`config.mk`:
```
export PLATFORM = sky130hd
export DESIGN_NAME = smb_byte_slave
export DESIGN_NICKNAME = d
export VERILOG_FILES = /design/src/rtl/smb_pkg.sv /design/src/rtl/smb_line_sync.sv /design/src/rtl/smb_bit_engine.sv /design/src/rtl/smb_cmd_reg.sv /design/src/rtl/smb_byte_slave.sv
export SDC_FILE = /design/constraint.sdc
export NUM_CORES = 1
export LEC_CHECK = 0
export ABC_AREA = 1
export CAP_MARGIN = 20
export CORE_UTILIZATION = 30
export DETAILED_ROUTE_END_ITERATION = 8
export PLACE_DENSITY = 0.47
export SYNTH_ARGS = -nofsm -noshare
export SYNTH_HDL_FRONTEND = slang
export SYNTH_HIERARCHICAL = 1
export SYNTH_SLANG_ARGS = --single-unit
```
`constraint.sdc`:
```
create_clock -name clk_i -period 2.16 [get_ports clk_i]
set_input_delay 0.432 -clock clk_i [delete_from_list [all_inputs] [get_ports clk_i]]
set_output_delay 0.432 -clock clk_i [all_outputs]
set_load 0.1 [all_outputs]
```
`src/rtl/smb_pkg.sv`:
```
package smb_pkg;
  localparam int unsigned BYTE_W = 8;

  typedef enum logic [2:0] {
    ST_IDLE,
    ST_ADDR,
    ST_AACK,
    ST_CMD,
    ST_CACK,
    ST_TX,
    ST_HACK,
    ST_WAIT
  } smb_state_e;
endpackage

```
`src/rtl/smb_line_sync.sv`:
```
module smb_line_sync #(
  parameter int unsigned STAGES = 2
) (
  input  logic clk_i,
  input  logic rst_ni,
  input  logic line_i,
  output logic level_o,
  output logic rise_o,
  output logic fall_o
);
  // pipe[STAGES-1] is the synchronized level, pipe[STAGES] its previous value
  logic [STAGES:0] pipe_q;

  always_ff @(posedge clk_i or negedge rst_ni) begin
    if (!rst_ni) pipe_q <= '1;
    else         pipe_q <= {pipe_q[STAGES-1:0], line_i};
  end

  assign level_o = pipe_q[STAGES-1];
  assign rise_o  = pipe_q[STAGES-1] & ~pipe_q[STAGES];
  assign fall_o  = ~pipe_q[STAGES-1] & pipe_q[STAGES];
endmodule

```
`src/rtl/smb_bit_engine.sv`:
```
module smb_bit_engine
  import smb_pkg::*;
#(
  parameter logic [6:0] DEV_ADDR = 7'h74,
  parameter int unsigned KEEP_W  = 7
) (
  input  logic              clk_i,
  input  logic              rst_ni,
  input  logic              scl_lvl_i,
  input  logic              scl_rise_i,
  input  logic              scl_fall_i,
  input  logic              sda_lvl_i,
  input  logic              sda_rise_i,
  input  logic              sda_fall_i,
  input  logic [BYTE_W-1:0] status_i,
  output logic              pd_o,
  output logic              commit_o,
  output logic [KEEP_W-1:0] cmd_o
);
  localparam int unsigned CNT_W = $clog2(BYTE_W + 1);
  localparam logic [CNT_W-1:0] CNT_FULL = CNT_W'(BYTE_W);

  smb_state_e        state_q;
  logic [CNT_W-1:0]  cnt_q;
  logic [BYTE_W-1:0] rx_q;
  logic [BYTE_W-1:0] tx_q;
  logic              pd_q;
  logic              commit_q;
  logic              start_c;
  logic              stop_c;

  assign start_c = scl_lvl_i & sda_fall_i;
  assign stop_c  = scl_lvl_i & sda_rise_i;

  always_ff @(posedge clk_i or negedge rst_ni) begin
    if (!rst_ni) begin
      state_q  <= ST_IDLE;
      cnt_q    <= '0;
      rx_q     <= '0;
      tx_q     <= '0;
      pd_q     <= 1'b0;
      commit_q <= 1'b0;
    end else begin
      commit_q <= 1'b0;
      if (start_c) begin
        state_q <= ST_ADDR;
        cnt_q   <= '0;
        pd_q    <= 1'b0;
      end else if (stop_c) begin
        state_q <= ST_IDLE;
        pd_q    <= 1'b0;
      end else begin
        unique case (state_q)
          ST_ADDR, ST_CMD: begin
            if (scl_rise_i) begin
              rx_q  <= {rx_q[BYTE_W-2:0], sda_lvl_i};
              cnt_q <= cnt_q + 1'b1;
            end else if (scl_fall_i && cnt_q == CNT_FULL) begin
              cnt_q <= '0;
              if (state_q == ST_CMD) begin
                state_q <= ST_CACK;
                pd_q    <= 1'b1;
              end else if (rx_q[BYTE_W-1:1] == DEV_ADDR) begin
                state_q <= ST_AACK;
                pd_q    <= 1'b1;
              end else begin
                state_q <= ST_WAIT;
              end
            end
          end
          ST_AACK: begin
            if (scl_fall_i) begin
              cnt_q <= '0;
              if (rx_q[0]) begin
                state_q <= ST_TX;
                tx_q    <= status_i;
                pd_q    <= ~status_i[BYTE_W-1];
              end else begin
                state_q <= ST_CMD;
                pd_q    <= 1'b0;
              end
            end
          end
          ST_CACK: begin
            // commit exactly at the falling edge that ends the acknowledge
            if (scl_fall_i) begin
              pd_q     <= 1'b0;
              commit_q <= 1'b1;
              state_q  <= ST_WAIT;
            end
          end
          ST_TX: begin
            if (scl_rise_i) begin
              cnt_q <= cnt_q + 1'b1;
            end else if (scl_fall_i) begin
              if (cnt_q == CNT_FULL) begin
                state_q <= ST_HACK;
                pd_q    <= 1'b0;
              end else begin
                tx_q <= {tx_q[BYTE_W-2:0], 1'b0};
                pd_q <= ~tx_q[BYTE_W-2];
              end
            end
          end
          ST_HACK: begin
            if (scl_fall_i) state_q <= ST_WAIT;
          end
          default: ;
        endcase
      end
    end
  end

  assign pd_o     = pd_q;
  assign commit_o = commit_q;
  assign cmd_o    = rx_q[KEEP_W-1:0];

  assert_restart_R8: assert property (@(posedge clk_i) disable iff (!rst_ni)
    start_c |=> (state_q == ST_ADDR) && (cnt_q == '0) && !pd_q);

  assert_stop_release_R5: assert property (@(posedge clk_i) disable iff (!rst_ni)
    (stop_c && !start_c) |=> (state_q == ST_IDLE) && !pd_q && !commit_q);

  assert_quiet_R6: assert property (@(posedge clk_i) disable iff (!rst_ni)
    (state_q == ST_IDLE || state_q == ST_WAIT || state_q == ST_ADDR || state_q == ST_CMD)
      |-> !pd_q);

  assert_commit_src_R4: assert property (@(posedge clk_i) disable iff (!rst_ni)
    commit_q |-> ($past(state_q) == ST_CACK) && (state_q == ST_WAIT));
endmodule

```
`src/rtl/smb_cmd_reg.sv`:
```
module smb_cmd_reg #(
  parameter int unsigned CODE_W = 6
) (
  input  logic              clk_i,
  input  logic              rst_ni,
  input  logic              commit_i,
  input  logic [CODE_W:0]   byte_i,
  output logic [CODE_W-1:0] code_o,
  output logic              boost_o,
  output logic              stb_o
);
  localparam int unsigned BOOST_BIT = CODE_W;

  logic [CODE_W-1:0] code_q;
  logic              boost_q;
  logic              stb_q;

  always_ff @(posedge clk_i or negedge rst_ni) begin
    if (!rst_ni) begin
      code_q  <= '0;
      boost_q <= 1'b0;
      stb_q   <= 1'b0;
    end else begin
      stb_q <= commit_i;
      if (commit_i) begin
        code_q  <= byte_i[CODE_W-1:0];
        boost_q <= byte_i[BOOST_BIT];
      end
    end
  end

  assign code_o  = code_q;
  assign boost_o = boost_q;
  assign stb_o   = stb_q;

  assert_stb_pulse_R4: assert property (@(posedge clk_i) disable iff (!rst_ni)
    stb_q |=> !stb_q);

  assert_hold_R5: assert property (@(posedge clk_i) disable iff (!rst_ni)
    !$stable({boost_q, code_q}) |-> stb_q);
endmodule

```
`src/rtl/smb_byte_slave.sv`:
```
module smb_byte_slave
  import smb_pkg::*;
#(
  parameter logic [6:0]  DEV_ADDR    = 7'h74,
  parameter int unsigned CODE_W      = 6,
  parameter int unsigned SYNC_STAGES = 2
) (
  input  logic              clk_i,
  input  logic              rst_ni,
  input  logic              scl_i,
  input  logic              sda_i,
  output logic              sda_pd_o,
  input  logic              ocf_i,
  input  logic              thm_i,
  output logic [CODE_W-1:0] code_o,
  output logic              boost_o,
  output logic              wr_stb_o
);
  localparam int unsigned KEEP_W  = CODE_W + 1;
  localparam int unsigned LINES   = 2;
  localparam int unsigned L_SDA   = 0;
  localparam int unsigned L_SCL   = 1;
  localparam int unsigned FLAGS_W = 2;

  logic [LINES-1:0]  raw, lvl, rise, fall;
  logic [FLAGS_W-1:0] status_q;
  logic [BYTE_W-1:0]  status_byte;
  logic               commit;
  logic [KEEP_W-1:0]  cmd_byte;

  assign raw[L_SDA] = sda_i;
  assign raw[L_SCL] = scl_i;

  for (genvar g = 0; g < LINES; g++) begin : g_sync
    smb_line_sync #(.STAGES(SYNC_STAGES)) u_sync (
      .clk_i   (clk_i),
      .rst_ni  (rst_ni),
      .line_i  (raw[g]),
      .level_o (lvl[g]),
      .rise_o  (rise[g]),
      .fall_o  (fall[g])
    );
  end

  always_ff @(posedge clk_i or negedge rst_ni) begin
    if (!rst_ni) status_q <= '0;
    else         status_q <= {ocf_i, thm_i};
  end

  assign status_byte = {status_q, {(BYTE_W-FLAGS_W){1'b0}}};

  smb_bit_engine #(.DEV_ADDR(DEV_ADDR), .KEEP_W(KEEP_W)) u_engine (
    .clk_i      (clk_i),
    .rst_ni     (rst_ni),
    .scl_lvl_i  (lvl[L_SCL]),
    .scl_rise_i (rise[L_SCL]),
    .scl_fall_i (fall[L_SCL]),
    .sda_lvl_i  (lvl[L_SDA]),
    .sda_rise_i (rise[L_SDA]),
    .sda_fall_i (fall[L_SDA]),
    .status_i   (status_byte),
    .pd_o       (sda_pd_o),
    .commit_o   (commit),
    .cmd_o      (cmd_byte)
  );

  smb_cmd_reg #(.CODE_W(CODE_W)) u_cmd (
    .clk_i    (clk_i),
    .rst_ni   (rst_ni),
    .commit_i (commit),
    .byte_i   (cmd_byte),
    .code_o   (code_o),
    .boost_o  (boost_o),
    .stb_o    (wr_stb_o)
  );

  assert_ack_drives_R2: assert property (@(posedge clk_i) disable iff (!rst_ni)
    $rose(sda_pd_o) |-> !lvl[L_SCL]);
endmodule

```
== Word-level counts from Yosys, hierarchy flattened ==
Cells that the tools add are included.
Operators by class
  $add $sub $neg: 1
  equal/unequal tests: 26
  mux-type cells: 43
  bitwise operators: 14
  reduce and logical (&&, ||, !) cells: 12
Operators by type and width (count)
  3-bit two-way mux: 12
  7-bit two-way mux: 5
  4-bit two-way mux: 6
  4-bit by 1-bit inequality test with 1-bit output, second input constant: 6
  8-bit AND reduction: 3
  1-bit two-way mux: 16
  7-bit case mux with 2 select lines: 1
  4-bit by 2-bit inequality test with 1-bit output, second input constant: 3
  3-bit case mux with 4 select lines: 1
  4-bit case mux with 3 select lines: 1
  6-bit nonzero test: 2
  3-bit equality test, second input constant: 3
  2-bit by 1-bit inequality test with 1-bit output, second input constant: 4
  1-bit inverter: 8
  7-bit equality test, second input constant: 1
  1-bit AND: 6
  3-bit by 2-bit equality test with 1-bit output, second input constant: 2
  5-bit by 1-bit inequality test with 1-bit output, second input constant: 1
  5-bit AND reduction: 1
  4-bit by 1-bit adder with 4-bit output, second input constant: 1
  4-bit equality test, second input constant: 1
  2-bit inequality test, second input constant: 2
  1-bit case mux with 4 select lines: 1
  4-bit AND reduction: 1
  7 further kinds: 8
Storage, ports and cells
  register bits: 40
  input port bits: 6
  output and inout port bits: 9
  logic and storage cells: 108

== Longest topological paths before layout ==
  word-level depth: 8
  depth in mapped cells: 11
  depth with buffers taken out: 11

== Hierarchy ==
Netlist, hierarchy kept.
Modules (own cells, without submodules)
  smb_bit_engine: times used 1, cells each 212, area each 1626.6 um2, seq. area each 600.6 um2
  smb_cmd_reg: times used 1, cells each 31, area each 294.0 um2, seq. area each 200.2 um2
  smb_line_sync: times used 2, cells each 7, area each 93.8 um2, seq. area each 78.8 um2
  smb_byte_slave: times used 1, cells each 3, area each 53.8 um2, seq. area each 50.0 um2

== Worst setup path before layout ==
No wires, ideal clock.
  path type: reg-to-reg
  start point: register g_sync[0].u_sync.pipe_q[2]
  end point: register u_engine.state_q[0]
  library setup time: 0.117 ns
  arrival: 1.388 ns
  required time: 2.043 ns
  slack: 0.654 ns
  stages on the path, launching flop included: 12
  path buffers: 0
  clock period less this slack: 1.506 ns
  cells stage by stage: dfstp_2 > inv_1 > nor2_1 > nand2_2 > nand2_2 > inv_2 > nand3_2 > inv_1 > nor2_2 > nand3_2 > nand2_1 > nand2_1
Between the ends
  elaborated cells between the ends (all ways): 16
  classes of those cells: eq/ne: 7; mux: 2; bitwise: 5; reduce/logical: 2
RTL lines
  from (decl): RTL line smb_line_sync.sv:12  | logic [STAGES:0] pipe_q;
  from (signal assigned): RTL line smb_line_sync.sv:16  | else pipe_q <= {pipe_q[STAGES-1:0], line_i};
  1-bit AND (*): RTL line smb_line_sync.sv:21  | assign fall_o = ~pipe_q[STAGES-1] & pipe_q[STAGES];
  net fall[0]: RTL line smb_byte_slave.sv:25  | logic [LINES-1:0] raw, lvl, rise, fall;
  1-bit AND (*): RTL line smb_bit_engine.sv:32  | assign start_c = scl_lvl_i & sda_fall_i;
  4-bit by 1-bit inequality test with 1-bit output (no line) (tied with other cells)
  8-bit AND reduction (no line)
  to (signal assigned): RTL line smb_bit_engine.sv:37  | state_q <= ST_IDLE;
  to (signal assigned): RTL line smb_bit_engine.sv:46  | state_q <= ST_ADDR;
  to (signal assigned): RTL line smb_bit_engine.sv:50  | state_q <= ST_IDLE;
  to (decl): RTL line smb_bit_engine.sv:23  | smb_state_e state_q;
Mark *: on every way through the listed nets, which the timed path passes. The rest lies on a longest branch.
A chain may end at the register's enable or synchronous reset.

== Final worst setup path ==
  start point: register g_sync[1].u_sync.pipe_q[2]
  end point: register u_engine.tx_q[5]
Between the ends
  elaborated cells between the ends (all ways): 7
  classes of those cells: eq/ne: 3; bitwise: 3; reduce/logical: 1
RTL lines
  from (decl): RTL line smb_line_sync.sv:12
  from (signal assigned): RTL line smb_line_sync.sv:16
  1-bit AND (*): RTL line smb_line_sync.sv:21
  net fall[1]: RTL line smb_byte_slave.sv:25
  2-bit by 1-bit inequality test with 1-bit output (no line)
  8-bit AND reduction (no line) (*)
  to (signal assigned): RTL line smb_bit_engine.sv:76  | tx_q <= status_i;
  to (signal assigned): RTL line smb_bit_engine.sv:100  | tx_q <= {tx_q[BYTE_W-2:0], 1'b0};
  to (decl): RTL line smb_bit_engine.sv:26  | logic [BYTE_W-1:0] tx_q;
Marks and branches as above.

==> impl_metrics.env <==
export IMPL_coreArea_sq_um=6869
export IMPL_grt_use_met3=0.02559
export IMPL_p_clk_frac=0.148
export IMPL_cts_max_path_buffers=2
export IMPL_synth_edf_count=0
export IMPL_routedWlPerCell_um=10.93
export IMPL_post_dp_cell_area_sq_um=2337
export IMPL_worstHoldPathType="input pin to async pin"
export IMPL_rows=30
export IMPL_maxSlewViolCount=0
export IMPL_hold_viol=0
export IMPL_ir_drop_uv=409.2
export IMPL_end_kind="flip-flop"
export IMPL_critPathKind="flip-flop to flip-flop"
export IMPL_synth_ff_type="dfrtp_1"
export IMPL_vias=1541
export IMPL_totalWireLength_um=4088
export IMPL_synthToLayoutAreaGrowth_pct=12.62
export IMPL_seqPwrFrac=0.335
export IMPL_cts_sinks=40
export IMPL_post_cts_buffers=0
export IMPL_synth_top_area_frac=0.3935
export IMPL_critPathMaxFanout=14
export IMPL_drive_above_1_share=0.2410
export IMPL_p_switching_w=0.001820
export IMPL_min_period_ps=1735
export IMPL_crit_path_frequent_cell="inv_1"
export IMPL_grt_pass1_wl_um=7231
export IMPL_drt_iter0_markers=70
export IMPL_period_share=0.8030
export IMPL_crit_arrival_ps=1920
export IMPL_start_util=0.3148
export IMPL_antenna_left=0
export IMPL_root_buffer="clkbuf_8"
export IMPL_grt_max_degree=22
export IMPL_fin_skew_ps=6.150
export IMPL_slowest_stage="dfstp_2"
export IMPL_rsz0062_at_grt="no"
export IMPL_cts_buffers=5
export IMPL_die_height_um=86.90
export IMPL_rr_worst_depth=7
export IMPL_drcViolationCount=0
export IMPL_grt_pass1_vias=1532
export IMPL_outcome="finished, final reports clean"
export IMPL_internal_power_w=0.001829
export IMPL_ys_ff_latch=40
export IMPL_fin_area_sq_um=2435
export IMPL_yosys_warnings=6
export IMPL_antenna_cells=0
export IMPL_post_route_util=0.3545
export IMPL_swShare=0.4987
export IMPL_cts_htree_levels=2
export IMPL_start_kind="flip-flop"
export IMPL_synthTopCellsByArea="dfrtp_1 39%, nand2_1 15%, dfstp_2 7.3%, nor2_1 4.5%, inv_1 3.8%"
export IMPL_cts_tree="done"
export IMPL_path_cells="inv_1, nor2_1, inv_1, o21ai_1, nand3_4, nand2_1, o21ai_2"
export IMPL_gp_congestion=0.8106
export IMPL_p_per_area_nw_per_um2=1499
export IMPL_die_width_um=86.90
export IMPL_syn_inst=260
export IMPL_nets=285
export IMPL_viasPerCell=4.120
export IMPL_post_dp_hpwl_um=3018
export IMPL_syn_avg_cell_area_sq_um=8.316
export IMPL_grt_use_met2=0.2011
export IMPL_use_met1=0.1667
export IMPL_yosysSeqAreaShare=0.4664
export IMPL_setup_viol_count_final=0
export IMPL_p_leak_nw=1.306
export IMPL_io_pins=15
export IMPL_yosysUniqueCellTypes=29
export IMPL_port_buffer_count=14
export IMPL_critical_path_max_stage_delay_ps=530
export IMPL_postCtsHoldBufs=0
export IMPL_max_cap_violations=0
export IMPL_grt_overflow_total=0
export IMPL_fmax_mhz=576.5
export IMPL_die_area_sq_um=7551
export IMPL_async_flop_share=1.000
export IMPL_insertion_delay_ps=290
export IMPL_antenna_found_initial=0
export IMPL_power_frac_comb=0.518
export IMPL_clk_pin_slew_ps=90
export IMPL_crit_required_ps=2340
export IMPL_first_pass_iters=4
export IMPL_synthesis_area_sq_um=2162
export IMPL_tns_ps=0
export IMPL_busiest_layer="met2"
export IMPL_ctsResizeCount=0
export IMPL_synth_largest_area_cell="dfrtp_1"
export IMPL_track_usage=0.1253
-- state kept, by name, summed over array words and instances, names as in the netlist, 2 cells and up --
| name | count |
|---|---|
| status_q | 2 |
| g_sync.u_sync/pipe_q | 6 |
| u_engine/cnt_q | 4 |
| u_engine/rx_q | 8 |
| u_cmd/code_o | 6 |
| u_engine/tx_q | 7 |
| u_engine/state_q | 3 |
-- final timing paths --
kind	start	to	slack [ps]
max	g_sync[1].u_sync/pipe_q[2]$_DFF_PN1_	u_engine/tx_q[5]$_DFFE_PN0P_	430
min	rst_ni	u_cmd/code_o[5]$_DFFE_PN0P_	80
max reg2reg	g_sync[1].u_sync/pipe_q[2]$_DFF_PN1_	u_engine/tx_q[5]$_DFFE_PN0P_	430
min reg2reg	g_sync[1].u_sync/pipe_q[0]$_DFF_PN1_	g_sync[1].u_sync/pipe_q[1]$_DFF_PN1_	360
max in group asynchronous	rst_ni	g_sync[1].u_sync/pipe_q[2]$_DFF_PN1_	1450
min in group clk_i	g_sync[1].u_sync/pipe_q[0]$_DFF_PN1_	g_sync[1].u_sync/pipe_q[1]$_DFF_PN1_	360
-- per-stage QoR --
| step | worst slack, ps | instances | total power (W) | hold slack, ps |
|---|---|---|---|---|
| after floorplan | 654.4 | 265 | 0.002869 | 136.4 |
| after global placement | 437.7 | 366 | 0.003150 | 347.1 |
| after detailed placement | 456.2 | 366 | 0.003135 | 348.4 |
| after CTS | 420.9 | 374 | 0.003694 | 95.29 |
| after global routing | 258.0 | 374 | 0.003962 | 112.5 |
| final | 425.5 | 374 | 0.003649 | 79.84 |
-- cells in the mapped netlist, drive strengths merged, types with 2 or more instances --
master / number
a21oi: 6
ha: 2
mux2i: 6
dfstp: 6
o21ai: 15
nand2: 97
xor2: 2
dfrtp: 34
nor2: 29
buf: 11
inv: 30
nand3: 18
-- cell type report --
cell class,instances,area [sq um]
Clock buffer,6,82.58
Clock inverter,2,15.01
Sequential cell,40,1008
Timing Repair Buffer,16,127.6
Multi-Input combinational cell,184,968.4
Fill cell,713,4434
Inverter,30,112.6
Tap cell,96,120.1
-- metal layers --
layer / vias to the layer above / wire length [um]
li1: 818 / -
met1: 696 / 2065
met2: 23 / 1846
met3: 4 / 124
met4: 0 / 51
met5: - / 0
-- layout by cell type, fill, tap and decap left out, drive strengths merged, types with 12 or more instances in the layout --
cell type and n:
o21ai 15, buf 12, nor2 29, inv 30, dfrtp 34, nand2 97
nand3 18
-- cell families after synthesis --
logic type      after synthesis  share of synthesized area
simple gates                147                     0.3276
buf+inv                      41                    0.09433
flops                        40                     0.4664
compound gates               21                    0.06250
mux                           6                    0.02778
fa+ha+maj                     2                    0.01157
xor+xnor                      2                   0.008103
other cells                   1                   0.001734
-- worst max-delay path: cells and delay by family, from the launching register on --
| family | cells | cell delay [ps] |
|---|---|---|
| buffers and inverters | 2 | 180 |
| and+or+nand+nor | 3 | 630 |
| AOI/OAI and AO/OA | 2 | 280 |
| DFF | 1 | 530 |
-- power by group through the flow --
| stage | Combinational [W] | Sequential (W) | Clock (W) |
|---|---|---|---|
| after global placement | 0.00191 | 0.00124 | 0 |
| after detailed placement | 0.00190 | 0.00124 | 0 |
| after CTS | 0.00190 | 0.00123 | 0.000566 |
| after global routing | 0.00211 | 0.00127 | 0.000588 |
| after floorplan | 0.00118 | 0.00168 | 0 |
| final | 0.00189 | 0.00122 | 0.000538 |
(Power assumes the default switching activity.)
